$ cat config.mk
export PLATFORM = sky130hd
export DESIGN_NAME = lcd_seq_top
export DESIGN_NICKNAME = d
export VERILOG_FILES = /design/src/rtl/lcd_seq_pkg.sv /design/src/rtl/lcd_byte_rom.sv /design/src/rtl/lcd_strobe_timer.sv /design/src/rtl/lcd_seq_fsm.sv /design/src/rtl/lcd_seq_top.sv
export SDC_FILE = /design/constraint.sdc
export NUM_CORES = 1
export LEC_CHECK = 0
export ABC_AREA = 1
export BUFFER_PORTS_ARGS = -buffer_cell sky130_fd_sc_hd__buf_2
export CORE_AREA = 5 5 72 74
export CTS_CLUSTER_SIZE = 8
export DETAILED_ROUTE_END_ITERATION = 10
export DIE_AREA = 0 0 77 79
export GPL_TIMING_DRIVEN = 0
export SLEW_MARGIN = 5
export SYNTH_ARGS = -nofsm -noshare
export SYNTH_HDL_FRONTEND = slang
export SYNTH_SLANG_ARGS = --single-unit
$ cat constraint.sdc
create_clock -name clk -period 1.59 [get_ports clk]
set_input_delay 0.159 -clock clk [delete_from_list [all_inputs] [get_ports clk]]
set_output_delay 0.159 -clock clk [all_outputs]
set_load 0.1 [all_outputs]
$ cat src/rtl/lcd_seq_pkg.sv
// Shared definitions for the LCD sequencer.
// It holds the phase encoding, the length of the transfer list and the byte
// sent at each step. It assumes the commands come first in the list.
package lcd_seq_pkg;

    typedef enum logic [1:0] {
        PH_SETUP = 2'd0,
        PH_PULSE = 2'd1,
        PH_HOLD  = 2'd2,
        PH_DONE  = 2'd3
    } lcd_phase_e;

    localparam int unsigned NUM_STEPS = 8;
    localparam int unsigned NUM_CMDS  = 4;
    localparam int unsigned STEP_W    = $clog2(NUM_STEPS);

    // Byte for each list position: commands, then the characters.
    function automatic logic [7:0] step_byte(input logic [STEP_W-1:0] idx);
        logic [7:0] b;
        case (idx)
            3'd0:    b = 8'h38;
            3'd1:    b = 8'h01;
            3'd2:    b = 8'h06;
            3'd3:    b = 8'h0C;
            3'd4:    b = 8'h53;
            3'd5:    b = 8'h48;
            3'd6:    b = 8'h52;
            default: b = 8'h49;
        endcase
        return b;
    endfunction

endpackage

$ cat src/rtl/lcd_byte_rom.sv
// Maps a step index to the bus byte and the register-select level.
// Purely combinational. It assumes commands occupy indices below NUM_CMDS.
module lcd_byte_rom
    import lcd_seq_pkg::*;
(
    input  logic [STEP_W-1:0] step_i,
    output logic [7:0]        byte_o,
    output logic              rs_o
);

    // Decode the byte and its kind for the current step.
    always_comb begin
        byte_o = step_byte(step_i);
        rs_o   = ({{(32-STEP_W){1'b0}}, step_i} >= NUM_CMDS);
    end

endmodule

$ cat src/rtl/lcd_strobe_timer.sv
// Cycle counter shared by the pulse and settle phases.
// It counts while run_i is high and flags the cycle in which the count equals
// last_i. The count clears when run_i is low or when the flag is raised, so
// each phase lasts last_i + 1 clocks. It assumes last_i is stable within a phase.
module lcd_strobe_timer #(
    parameter int CW = 8
) (
    input  logic          clk,
    input  logic          rst_n,
    input  logic          run_i,
    input  logic [CW-1:0] last_i,
    output logic          at_last_o
);

    logic [CW-1:0] cnt_q;

    assign at_last_o = run_i && (cnt_q == last_i);

    // Count clocks inside a phase and restart at its end.
    always_ff @(posedge clk) begin
        if (!rst_n) begin
            cnt_q <= '0;
        end else if (!run_i || at_last_o) begin
            cnt_q <= '0;
        end else begin
            cnt_q <= cnt_q + 1'b1;
        end
    end

    // the count never passes the phase limit.
    a_r4_cnt_bound: assert property (@(posedge clk) disable iff (!rst_n)
        run_i |-> (cnt_q <= last_i));

    // an idle cycle leaves the counter cleared for the next phase.
    a_r4_cnt_clear: assert property (@(posedge clk) disable iff (!rst_n)
        !run_i |=> (cnt_q == '0));

endmodule

$ cat src/rtl/lcd_seq_fsm.sv
// Phase and step control for the LCD sequencer.
// Each transfer passes through setup (one clock), pulse (HIGH_CYC clocks) and
// hold (SETTLE_CYC clocks). After the last step it parks in the done phase.
// It assumes HIGH_CYC and SETTLE_CYC are at least 1 and fit in CW bits.
module lcd_seq_fsm
    import lcd_seq_pkg::*;
#(
    parameter int CW         = 8,
    parameter int HIGH_CYC   = 1,
    parameter int SETTLE_CYC = 1
) (
    input  logic              clk,
    input  logic              rst_n,
    output logic [STEP_W-1:0] step_o,
    output logic              en_o,
    output logic              done_o
);

    localparam logic [CW-1:0]     HIGH_LAST   = CW'(HIGH_CYC - 1);
    localparam logic [CW-1:0]     SETTLE_LAST = CW'(SETTLE_CYC - 1);
    localparam logic [STEP_W-1:0] LAST_STEP   = STEP_W'(NUM_STEPS - 1);

    lcd_phase_e        phase_q;
    logic [STEP_W-1:0] step_q;
    logic              run;
    logic [CW-1:0]     limit;
    logic              at_last;

    // Select the timer's activity and limit for the current phase.
    always_comb begin
        run   = (phase_q == PH_PULSE) || (phase_q == PH_HOLD);
        limit = (phase_q == PH_PULSE) ? HIGH_LAST : SETTLE_LAST;
    end

    lcd_strobe_timer #(.CW(CW)) timer_i (
        .clk       (clk),
        .rst_n     (rst_n),
        .run_i     (run),
        .last_i    (limit),
        .at_last_o (at_last)
    );

    // Advance the phase and the step index.
    always_ff @(posedge clk) begin
        if (!rst_n) begin
            phase_q <= PH_SETUP;
            step_q  <= '0;
        end else begin
            case (phase_q)
                PH_SETUP: phase_q <= PH_PULSE;
                PH_PULSE: if (at_last) phase_q <= PH_HOLD;
                PH_HOLD: begin
                    if (at_last) begin
                        if (step_q == LAST_STEP) begin
                            phase_q <= PH_DONE;
                        end else begin
                            step_q  <= step_q + 1'b1;
                            phase_q <= PH_SETUP;
                        end
                    end
                end
                default: phase_q <= PH_DONE;
            endcase
        end
    end

    assign step_o = step_q;
    assign en_o   = (phase_q == PH_PULSE);
    assign done_o = (phase_q == PH_DONE);

    // the done phase lasts until reset and never strobes.
    a_r7_done_sticky: assert property (@(posedge clk) disable iff (!rst_n)
        done_o |=> (done_o && !en_o));

    // done is entered only from the hold of the final step.
    a_r7_done_entry: assert property (@(posedge clk) disable iff (!rst_n)
        $rose(done_o) |-> (step_q == LAST_STEP));

endmodule

$ cat src/rtl/lcd_seq_top.sv
// Character LCD power-up and greeting sequencer, top level.
// It converts the timing parameters into clock counts and joins the control
// FSM with the byte table. It assumes a free-running clock of CLK_HZ and that
// the display is powered before reset is released.
module lcd_seq_top
    import lcd_seq_pkg::*;
#(
    parameter int CLK_HZ    = 50_000_000,
    parameter int PULSE_NS  = 450,
    parameter int SETTLE_US = 2000
) (
    input  logic       clk,
    input  logic       rst_n,
    output logic [7:0] lcd_data,
    output logic       lcd_rs,
    output logic       lcd_rw,
    output logic       lcd_en,
    output logic       seq_done
);

    localparam longint HIGH_RAW   = (longint'(PULSE_NS) * longint'(CLK_HZ) + 64'sd999_999_999)
                                    / 64'sd1_000_000_000;
    localparam longint SETTLE_RAW = (longint'(SETTLE_US) * longint'(CLK_HZ)) / 64'sd1_000_000;
    localparam int     HIGH_CYC   = (HIGH_RAW < 1) ? 1 : int'(HIGH_RAW);
    localparam int     SETTLE_CYC = (SETTLE_RAW < 1) ? 1 : int'(SETTLE_RAW);
    localparam int     MAX_CYC    = (HIGH_CYC > SETTLE_CYC) ? HIGH_CYC : SETTLE_CYC;
    localparam int     CW         = $clog2(MAX_CYC + 1);

    logic [STEP_W-1:0] step;

    lcd_seq_fsm #(
        .CW         (CW),
        .HIGH_CYC   (HIGH_CYC),
        .SETTLE_CYC (SETTLE_CYC)
    ) fsm_i (
        .clk    (clk),
        .rst_n  (rst_n),
        .step_o (step),
        .en_o   (lcd_en),
        .done_o (seq_done)
    );

    lcd_byte_rom rom_i (
        .step_i (step),
        .byte_o (lcd_data),
        .rs_o   (lcd_rs)
    );

    assign lcd_rw = 1'b0;

    // the bus was already valid in the clock before the strobe rose.
    a_r5_setup_stable: assert property (@(posedge clk) disable iff (!rst_n)
        $rose(lcd_en) |-> ($stable(lcd_data) && $stable(lcd_rs)));

    // the bus does not move while the strobe is high.
    a_r5_high_stable: assert property (@(posedge clk) disable iff (!rst_n)
        (lcd_en && $past(lcd_en)) |-> ($stable(lcd_data) && $stable(lcd_rs)));

    // the bus is still unchanged in the first clock after the strobe falls.
    a_r6_fall_hold: assert property (@(posedge clk) disable iff (!rst_n)
        $fell(lcd_en) |-> ($stable(lcd_data) && $stable(lcd_rs)));

endmodule

==> results.txt, run 1 <==
----------------------------------------------------
[Drt]
  Iteration-0 DRC Markers ... 40
  Via density per instance ... 4.732
  Detailed-route via count ... 1410
  Post-DRT Antenna Nets ... 0
  Remaining DRCs ... 0
  Number of search-and-repair iterations in the first detailed-routing pass ... 4
  Detailed-route wire length ... 3346 um
  Post-DR wirelength/cell ... 11.23 um

[Clock network]
  Hold buffer count at cts ... 0
  Clock Tree Root ... sky130_fd_sc_hd__clkbuf_8
  Clock network latency to the later pin of the worst-skew pair ... 0.26 ns
  Clock tree from TritonCTS ... built
  Number of buffers on the longest clock path ... 2
  Clock-pin transition on the worst setup and hold timing paths ... 0.08 ns
  Number of H-tree levels ... 1
  Clock sink total ... 22
  Number of CTS-inserted buffers ... 3

[STA]
  Max-slew violation count ... 0
  Number of hold violations in the final report ... 0
  Sum Neg Setup Slack ... -0.7750 ns
  Final setup skew ... 0.006538 ns
  Share of the clock period used by the worst path ... 116.4%
  # setup viols final ... 4
  Final worst hold slack ... 0.1820 ns
  RSZ-0062 raised after global routing ... true
  Minimum period implied by the final worst setup slack ... 1.851 ns
  Highest Clock Rate ... 540.4 MHz
  Setup ws final ... -0.2605 ns

[GRT]
  Global-route congestion overflow total ... 0
  Total global-route track usage ... 11.29%
  Via count of the first global-routing pass ... 1284
  Antenna violations before repair ... 0
  First-pass GRT wire length ... 5685 um
  Maximum number of pins on one net before global-route repair ... 12

[Power and ir drop]
  Switch share ... 39.79%
  Proportion of power drawn by the clock network ... 19.9%
  Combinational group share of total power ... 43.0%
  Max rail drop VDD ... 0.0004420 V
  Internal power ... 1.035 mW
  Leak Pwr ... 0.7827 nW
  Relative contribution of sequential cells to total power ... 37.1%
  Cell Pwr Density ... 856.6 nW/um2
  Net switching power ... 683.9 uW

[Logic synthesis]
  Flip-flop and latch count after synthesis ... 22
  Unique masters post-synth ... 28
  Library cell occupying the most area in the post-synthesis netlist ... sky130_fd_sc_hd__dfxtp_1
  Cell with the most instances after synthesis ... sky130_fd_sc_hd__nor2_1
  Number of standard cells after synthesis ... 222
  Mean Syn Cell Area ... 6.690 um2
  Most used standard cells in the synthesized netlist ... sky130_fd_sc_hd__nor2_1 (46), sky130_fd_sc_hd__nand2_1 (45), sky130_fd_sc_hd__inv_1 (29)
  Proportion of netlist area held by the largest area contributor ... 29.65%
  Main area contributors after synthesis ... sky130_fd_sc_hd__dfxtp_1 (30%), sky130_fd_sc_hd__nor2_1 (12%), sky130_fd_sc_hd__nand2_1 (11%)
  Yosys warnings ... 0
  FFs w/ async S/R, synth ... 0%
  Combined area of all synthesized cells ... 1485 um2
  EDFF count, synth ... 0
  Predominant post-synthesis flop cell ... sky130_fd_sc_hd__dfxtp_1
  Register area share after synthesis ... 29.65%

[Status]
  Run status ... finished, violations left
  Violations in the final reports ... setup timing

[Setup path]
  Maximum fanout encountered on the critical timing path ... 3
  CP cell instances ... ha_4 -> ha_4 -> o21bai_4 -> nor3_4 -> nand3b_1 -> buf_12
  Startpoint type of the worst setup path ... flop
  Number of buffers and inverters on the critical path ... 1
  CP endpoint kind ... primary output
  Start-to-end type of the worst setup path ... reg2out
  Max stage delay on crit path ... 0.37 ns
  CP required ... 1.43 ns
  CP dominant cell by count ... sky130_fd_sc_hd__ha_4
  Family with the most delay on the worst path ... simple AND/OR/NAND/NOR gates
  Slowest cell on the critical path ... sky130_fd_sc_hd__dfxtp_4
  Data arrival time of the critical path ... 1.69 ns

[Floorplan]
  Vertical die dimension ... 79 um
  DIE AREA ... 6083 um2
  Effective utilization at floorplan ... 32.74%
  Area of the core region ... 4536 um2
  Core Rows ... 25
  Die X-Extent ... 77 um
  I/O Pins ... 14

[Cells and area]
  Number of inserted diodes ... 0
  Post-layout net count ... 259
  Area growth from synthesis to layout ... 35.13%
  Fill cells ... 464
  Share of final-layout standard cells stronger than drive strength 1 ... 29.92%
  Final core area utilization ... 44.25%
  Fin cells ... 298

[Place]
  Placed wire-length estimate after detailed placement ... 2466 um
  Number of buffers inserted by port buffering ... 11
  Cells after DPL ... 288
  Routability congestion estimate from global placement ... 0.8380

[Min path]
  Class of the most critical hold timing path ... in2reg

[Job]
  # Max-Cap Violations ... 0

----------------------------------------------------
sequential cells by signal, summed over array words and instances, names as in the netlist:
register             count
fsm_i.step_o             3
fsm_i.phase_q            2
fsm_i.timer_i.cnt_q     17
worst paths after layout:
path / cells past startpoint / end / slack [ns] / start
hold / removal: 3 / fsm_i.step_o[1] / 0.18 / rst_n
setup reg to reg: 10 / fsm_i.timer_i.cnt_q[8] / 0.11 / fsm_i.phase_q[1]
setup / recovery: 6 / lcd_data[3] / -0.26 / fsm_i.step_o[1]
hold reg to reg: 1 / fsm_i.timer_i.cnt_q[0] / 0.45 / fsm_i.timer_i.cnt_q[0]
layer usage:
metal / GRT usage (%) / wire, um / part of all wire, %
met1: 13.63 / 1437 / 43
met2: 20.20 / 1720 / 51
met3: 2.041 / 143 / 4.3
met4: 3.608 / 44 / 1.3
met5: 0 / 0 / 0
power by group through the flow:
stage / Clock [mW] / Sequential [mW] / Combinational [mW]
after floorplan: 0 / 0.637 / 0.505
after global placement: 0 / 0.645 / 0.584
after detailed placement: 0 / 0.645 / 0.583
after CTS: 0.364 / 0.629 / 0.584
after global routing: 0.386 / 0.645 / 0.823
final: 0.343 / 0.637 / 0.739
cells in the final DEF, fill, tap and decap left out, types with 6 or more instances in the layout:
| cell | n |
|---|---|
| sky130_fd_sc_hd__dfxtp_1 | 17 |
| sky130_fd_sc_hd__xor2_1 | 6 |
| sky130_fd_sc_hd__inv_2 | 6 |
| sky130_fd_sc_hd__nand4_1 | 8 |
| sky130_fd_sc_hd__nor2_1 | 42 |
| sky130_fd_sc_hd__nand3_1 | 10 |
| sky130_fd_sc_hd__a21oi_1 | 6 |
| sky130_fd_sc_hd__nand2_1 | 41 |
| sky130_fd_sc_hd__inv_1 | 23 |
| sky130_fd_sc_hd__buf_4 | 7 |
per-stage QoR:
step | instance area, um2 | total power, mW | setup slack (ns)
final | 2007 | 1.719 | -0.2605
after global routing | 2007 | 1.854 | -0.3114
after CTS | 1851 | 1.577 | -0.2400
after detailed placement | 1690 | 1.228 | -0.2604
after global placement | 1690 | 1.229 | -0.2422
after floorplan | 1568 | 1.142 | -0.6168
timing repair:
action                     CTS  global route
setup buffers                3             3
gates resized for setup     26            24
setup endpoints to repair    8            25
pin swaps                    2             3
cloned                       0             1
worst register-to-register path, cell delays in order, from the launching register on:
cell                        delay [ns]
sky130_fd_sc_hd__dfxtp_4          0.36
sky130_fd_sc_hd__inv_4            0.07
sky130_fd_sc_hd__ha_4             0.16
sky130_fd_sc_hd__inv_2            0.06
sky130_fd_sc_hd__nand2_2          0.06
sky130_fd_sc_hd__nand3_2          0.08
sky130_fd_sc_hd__nor2_4           0.16
sky130_fd_sc_hd__nand2_2          0.08
sky130_fd_sc_hd__nand3_4          0.13
sky130_fd_sc_hd__clkbuf_16        0.17
sky130_fd_sc_hd__nor2_1           0.03
cells by family after synthesis:
kind of cell / Yosys count / share of synthesized area [%]
AOI/OAI and AO/OA: 11 / 4.128
xor gates and xnor gates: 8 / 4.718
adders and majority gates: 11 / 9.267
buffers and inverters: 36 / 10.70
DFF: 22 / 29.65
other: 1 / 0.2525
and+or+nand+nor: 133 / 41.28
cell type report:
cell class	count	area (um2)	area share [%]
multi-input cells	165	1066	53.12
flip-flops and latches	22	454.2	22.63
repair buffers	18	203.9	10.16
inverters	30	115.1	5.736
well taps	54	67.56	3.367
plain buffers	6	58.81	2.930
clock buffers	3	41.29	2.057
(Power assumes the default switching activity.)
==> run 2, diff against run 1 <==
ABC_AREA = 0   (was 1)
CORE_AREA = 5 5 67 69   (was 5 5 72 74)
DIE_AREA = 0 0 72 74   (was 0 0 77 79)
==> results.txt, run 2 <==
----------------------------------------------------
[Min path]
  Source of the worst hold timing path ... rst_n
  Class of the most critical hold timing path ... in2reg

[Drt]
  Number of search-and-repair iterations in the first detailed-routing pass ... 4
  Post-DR wirelength/cell ... 12.22 um
  Top sig layer ... met4
  Length of routed met2 wiring ... 1464 um
  Detailed-route via count ... 1100
  Met3 WL post-DR ... 123 um
  Via density per instance ... 4.803
  Remaining DRCs ... 0
  Iteration-0 DRC Markers ... 32
  Met1 WL ... 1195 um
  Post-DRT Antenna Nets ... 0
  Detailed-route wire length ... 2799 um

[STA]
  Number of hold violations in the final report ... 0
  # setup viols final ... 25
  Setup ws final ... -0.2660 ns
  Minimum period implied by the final worst setup slack ... 1.856 ns
  Worst Tran Pin Value ... 0.5128 ns
  Highest Clock Rate ... 538.8 MHz
  Max-slew violation count ... 0
  Final worst hold slack ... 0.1647 ns
  Share of the clock period used by the worst path ... 116.7%
  Slew headroom ... 65.55%
  RSZ-0062 raised after global routing ... true
  Final setup skew ... 0.001065 ns

[Logic synthesis]
  Yosys warnings ... 0
  Most used standard cells in the synthesized netlist ... sky130_fd_sc_hd__nor2_1 (24), sky130_fd_sc_hd__dfxtp_1 (22), sky130_fd_sc_hd__ha_1 (11)
  Flip-flop and latch count after synthesis ... 22
  Unique masters post-synth ... 32
  Proportion of netlist area held by the largest area contributor ... 34.17%
  EDFF count, synth ... 0
  Register area share after synthesis ... 34.17%
  Combined area of all synthesized cells ... 1289 um2
  Number of standard cells after synthesis ... 151
  Cell with the most instances after synthesis ... sky130_fd_sc_hd__nor2_1
  Mean Syn Cell Area ... 8.535 um2
  FFs w/ async S/R, synth ... 0%
  Library cell occupying the most area in the post-synthesis netlist ... sky130_fd_sc_hd__dfxtp_1
  Predominant post-synthesis flop cell ... sky130_fd_sc_hd__dfxtp_1
  Main area contributors after synthesis ... sky130_fd_sc_hd__dfxtp_1 (34%), sky130_fd_sc_hd__ha_1 (11%), sky130_fd_sc_hd__nor2_1 (7.0%)

[Setup path]
  Maximum fanout encountered on the critical timing path ... 5
  Worst Setup SP ... fsm_i.timer_i.cnt_q[13]
  Startpoint type of the worst setup path ... flop
  Reg-to-reg critical path startpoint ... fsm_i.timer_i.cnt_q[13]
  Start-to-end type of the worst setup path ... reg2reg
  CP required ... 1.75 ns
  Setup slack on the worst flop-to-flop path ... -0.27 ns
  CP endpoint kind ... flop
  Data arrival time of the critical path ... 2.01 ns

[Cells and area]
  Flip-flop count of the largest register, all copies and words added ... 17
  Area growth from synthesis to layout ... 45.73%
  Post-layout net count ... 193
  Final core area utilization ... 48.70%
  Largest register by flop count ... fsm_i.timer_i.cnt_q
  Most common cell after layout, fill and taps aside ... sky130_fd_sc_hd__buf_4
  Fill cells ... 370
  Highest-count cells in the layout ignoring fill and taps ... sky130_fd_sc_hd__buf_4 (17), sky130_fd_sc_hd__dfxtp_1 (15), sky130_fd_sc_hd__nor2_2 (14)
  Number of inserted diodes ... 0
  Share of final-layout standard cells stronger than drive strength 1 ... 45.81%
  Final cell area excluding filler cells ... 1878 um2

[GRT]
  Antenna violations before repair ... 0
  Via count of the first global-routing pass ... 1102
  Global-route congestion overflow total ... 0
  First-pass GRT wire length ... 4926 um
  Total global-route track usage ... 11.50%
  Maximum number of pins on one net before global-route repair ... 13

[Clock network]
  Clock sink total ... 22
  Clock Tree Root ... sky130_fd_sc_hd__clkbuf_8
  Clock-pin transition on the worst setup and hold timing paths ... 0.08 ns
  Clock network latency to the later pin of the worst-skew pair ... 0.26 ns
  Number of H-tree levels ... 1
  Number of buffers on the longest clock path ... 2
  Hold buffer count at cts ... 0
  Number of CTS-inserted buffers ... 3
  Clock tree from TritonCTS ... built

[Floorplan]
  Die X-Extent ... 72 um
  Core Rows ... 23
  I/O Pins ... 14
  Area of the core region ... 3856 um2
  Vertical die dimension ... 74 um
  Effective utilization at floorplan ... 33.42%
  DIE AREA ... 5328 um2

[Place]
  Setup WS pre-CTS ... -0.3383 ns
  Routability congestion estimate from global placement ... 0.8110
  Cell Area, Placed ... 1562 um2
  Number of buffers inserted by port buffering ... 10
  Placed wire-length estimate after detailed placement ... 1901 um

[Power and ir drop]
  Max rail drop VDD ... 0.0005876 V
  Leak Pwr ... 0.6791 nW
  Cell Pwr Density ... 911.8 nW/um2

[Job]
  # Max-Cap Violations ... 0

[Status]
  Run status ... finished, violations left
  Violations in the final reports ... setup timing

----------------------------------------------------
## run 2: changes by cell type after synthesis, sizes merged, moves of 3 or more
cell / delta
nand2: -40
nor2: -26
inv: -22
xnor2: +7
a21o: +4
a21oi: -4
nand3: -4
o21ai: +4
nand4: -3
nor4: +3
## run 2: kinds of logic after synthesis
family                   Yosys count  synth area share, %
AND/OR/NAND/NOR                   68                28.55
flip-flops                        22                34.17
XOR/XNOR                          17                11.55
AO/OA/AOI/OAI                     15                7.378
buffers and inverters             15                5.825
adder cells (fa/ha/maj)           11                10.68
multiplexers                       2                1.553
other                              1               0.2910
## run 2: per-layer routing
metal | track usage, % | up-vias
met1 | 13.90 | 513
met3 | 3.243 | 2
li1 | - | 564
met2 | 20.41 | 21
met5 | 0 | -
met4 | 2.505 | 0
## run 2: per-stage QoR
step | cells | power (mW) | TNS [ns]
CTS | 227 | 1.697 | -4.972
floorplan | 152 | 1.104 | -7.438
finish | 229 | 1.712 | -4.594
global route | 229 | 1.821 | -7.638
global placement | 212 | 1.157 | -4.562
detailed placement | 212 | 1.177 | -6.132
## run 2: critical path: stages, from the launching register on
cell and delay (ns):
sky130_fd_sc_hd__dfxtp_4 0.37, sky130_fd_sc_hd__or4b_4 0.54, sky130_fd_sc_hd__nor4_4 0.33, sky130_fd_sc_hd__o2111ai_2 0.20, sky130_fd_sc_hd__xnor2_1 0.16, sky130_fd_sc_hd__and2_1 0.15
## run 2: worst paths after layout
check | endpoint | cells past startpoint
min reg2reg | fsm_i.phase_q[0] | 2
max reg2reg | fsm_i.step_o[0] | 5
min | fsm_i.step_o[0] | 2
max | fsm_i.step_o[0] | 5
## run 2: layout make-up
cell class,instances,area (um2),area share (%)
sequential,22,459.2,24.45
multi-input combinational,115,991.0,52.76
buffer,7,58.81,3.131
timing repair buffer,23,216.5,11.53
inverter,8,35.03,1.865
clock buffer,4,55.05,2.931
tap,50,62.56,3.331
## run 2: report_power, final
group,total (mW),switching (mW),leakage (nW),internal [mW]
combinational,0.671,0.410,0.468,0.261
clock,0.396,0.176,0.0288,0.221
sequential,0.646,0.0548,0.182,0.591
total,1.71,0.640,0.679,1.07
## run 2: repair_timing
action                                  in CTS  in global routing
pin swaps                                   12                  4
cloned                                       1                  0
setup buffers                               10                  2
resized for setup                           40                 13
endpoints found under the setup margin      29                 25
==> run 3, diff against run 2 <==
CELL_PAD_IN_SITES_DETAIL_PLACEMENT = 0   (was unset)
CELL_PAD_IN_SITES_GLOBAL_PLACEMENT = 1   (was unset)
PLACE_DENSITY_LB_ADDON = 0.1   (was unset)
clock period = 2.15 ns   (was 1.59 ns; I/O delays follow)
==> results.txt, run 3 (synthesized netlist as in run 2, its figures left out) <==
----------------------------------------------------
[Drt]
  Number of search-and-repair iterations in the first detailed-routing pass ... 2
  Via density per instance ... 4.734
  Detailed-route wire length ... 2523 um
  Post-DR wirelength/cell ... 11.57 um
  Post-DRT Antenna Nets ... 0
  Remaining DRCs ... 0
  Iteration-0 DRC Markers ... 19
  Detailed-route via count ... 1032

[Power and ir drop]
  Switch share ... 37.00%
  Cell Pwr Density ... 759.1 nW/um2
  Leak Pwr ... 0.5744 nW
  Combinational group share of total power ... 34.1%
  Max rail drop VDD ... 0.0002785 V
  Net switching power ... 432.6 uW
  Relative contribution of sequential cells to total power ... 40.6%
  Proportion of power drawn by the clock network ... 25.4%
  Internal power ... 736.6 uW

[Place]
  Cell Area, Placed ... 1436 um2
  Setup WS pre-CTS ... -0.02235 ns
  Number of buffers inserted by port buffering ... 10
  Routability congestion estimate from global placement ... 0.8110
  Placed wire-length estimate after detailed placement ... 1944 um

[Floorplan]
  Vertical die dimension ... 74 um
  I/O Pins ... 14
  Area of the core region ... 3856 um2
  Effective utilization at floorplan ... 33.42%
  Die X-Extent ... 72 um
  DIE AREA ... 5328 um2
  Core Rows ... 23

[STA]
  Share of the clock period used by the worst path ... 94.92%
  Setup ws final ... 0.1092 ns
  Max-slew violation count ... 0
  Highest Clock Rate ... 490.0 MHz
  Minimum period implied by the final worst setup slack ... 2.041 ns
  Slew headroom ... 65.23%
  Worst Tran Pin Value ... 0.5175 ns
  # setup viols final ... 0
  Number of hold violations in the final report ... 0
  Final setup skew ... 0.001837 ns

[Setup path]
  Max stage delay on crit path ... 0.40 ns
  CP cell instances ... inv_1 -> ha_1 -> nor3_1 -> nor2_1 -> a21oi_2 -> buf_4
  Family with the most delay on the worst path ... simple AND/OR/NAND/NOR gates
  Number of buffers and inverters on the critical path ... 2
  Startpoint type of the worst setup path ... flop
  Slowest cell on the critical path ... sky130_fd_sc_hd__dfxtp_1
  Start-to-end type of the worst setup path ... reg2out
  Maximum fanout encountered on the critical timing path ... 6
  Data arrival time of the critical path ... 1.83 ns
  CP endpoint kind ... primary output
  CP required ... 1.93 ns

[Cells and area]
  Post-layout net count ... 182
  Highest-count cells in the layout ignoring fill and taps ... sky130_fd_sc_hd__nor2_1 (24), sky130_fd_sc_hd__dfxtp_1 (21), sky130_fd_sc_hd__nand3_1 (10), sky130_fd_sc_hd__ha_1 (10), sky130_fd_sc_hd__xnor2_1 (9)
  Share of final-layout standard cells stronger than drive strength 1 ... 19.64%
  Flip-flop count of the largest register, all copies and words added ... 17
  Area growth from synthesis to layout ... 19.51%
  Number of inserted diodes ... 0
  Fill cells ... 418
  Largest register by flop count ... fsm_i.timer_i.cnt_q
  Most common cell after layout, fill and taps aside ... sky130_fd_sc_hd__nor2_1
  Multi-input gate area in the final layout ... 822.0 um2
  Final core area utilization ... 39.94%
  Seq. cell area ... 441.7 um2
  Final cell area excluding filler cells ... 1540 um2

[Min path]
  Class of the most critical hold timing path ... in2reg

[GRT]
  Maximum number of pins on one net before global-route repair ... 13
  Total global-route track usage ... 10.50%
  First-pass GRT wire length ... 4409 um
  Global-route congestion overflow total ... 0
  Via count of the first global-routing pass ... 941
  Antenna violations before repair ... 0

[Clock network]
  Clock network latency to the later pin of the worst-skew pair ... 0.26 ns
  Clock-pin transition on the worst setup and hold timing paths ... 0.08 ns
  Clock tree from TritonCTS ... built
  Clock sink total ... 22
  Number of H-tree levels ... 1
  Number of CTS-inserted buffers ... 3
  Clock Tree Root ... sky130_fd_sc_hd__clkbuf_8
  Number of buffers on the longest clock path ... 2

[Status]
  Run status ... complete, no violations

[Job]
  # Max-Cap Violations ... 0

----------------------------------------------------
run 3: cell count changes in the layout (fill, tap and decap cells not counted), moves of 5 or more:
cell                      delta
sky130_fd_sc_hd__nor2_1     +14
sky130_fd_sc_hd__nor2_2     -14
sky130_fd_sc_hd__buf_4      -10
sky130_fd_sc_hd__dfxtp_1     +6
sky130_fd_sc_hd__buf_2       +5
sky130_fd_sc_hd__ha_1        +5
sky130_fd_sc_hd__ha_4        -5
run 3: layout make-up:
cell class / count / area share, %
Buffer: 6 / 2.681
Tap cell: 50 / 4.062
Sequential cell: 22 / 28.68
Clock buffer: 4 / 3.574
Timing Repair Buffer: 13 / 5.686
Multi-Input combinational cell: 115 / 53.37
Inverter: 8 / 1.950
run 3: power by group through the flow:
stage / clock (mW) / sequential, mW / combinational, mW
after floorplan: 0 / 0.474 / 0.310
after global placement: 0 / 0.481 / 0.351
after detailed placement: 0 / 0.483 / 0.360
after CTS: 0.311 / 0.472 / 0.360
after global routing: 0.333 / 0.483 / 0.432
final: 0.297 / 0.474 / 0.398
run 3: worst register-to-register path: cells and delay by family, from the launching register on:
| kind | cells | cell delay [ns] |
|---|---|---|
| DFF | 1 | 0.44 |
| adders and majority gates | 1 | 0.20 |
| xor gates and xnor gates | 1 | 0.17 |
| AOI/OAI and AO/OA | 1 | 0.20 |
| and+or+nand+nor | 3 | 0.86 |
run 3: repair_timing:
item,in CTS,in global routing
setup endpoints to repair,3,15
pin swaps,0,1
hold buffers,0,0
resized for setup,4,4
buffers inserted,0,3
run 3: through the flow:
step	total power, mW	hold WS [ns]	setup TNS, ns	instances
after floorplan	0.7840	0.4528	-0.2346	152
after global placement	0.8321	0.4827	-0.00007816	212
after detailed placement	0.8423	0.4811	-0.02246	212
after CTS	1.144	0.2089	0	215
after global routing	1.248	0.2112	-0.003108	218
final	1.169	0.2123	0	218
run 3: metal layers:
metal / up-vias / GRT usage [%] / part of all wire (%)
met1: 470 / 13.16 / 47
met2: 12 / 17.86 / 49
met3: 4 / 2.297 / 3.4
li1: 546 / - / -
met5: - / 0 / 0
met4: 0 / 3.758 / 1.0
run 3: path summary, 6_finish.rpt:
path	from	end	slack [ns]	cells past startpoint
max reg2reg	fsm_i.phase_q[0]	fsm_i.step_o[0]	0.18	6
max	fsm_i.step_o[0]	lcd_data[6]	0.11	6
min	rst_n	fsm_i.step_o[0]	0.21	2
min reg2reg	fsm_i.phase_q[1]	fsm_i.phase_q[1]	0.51	2
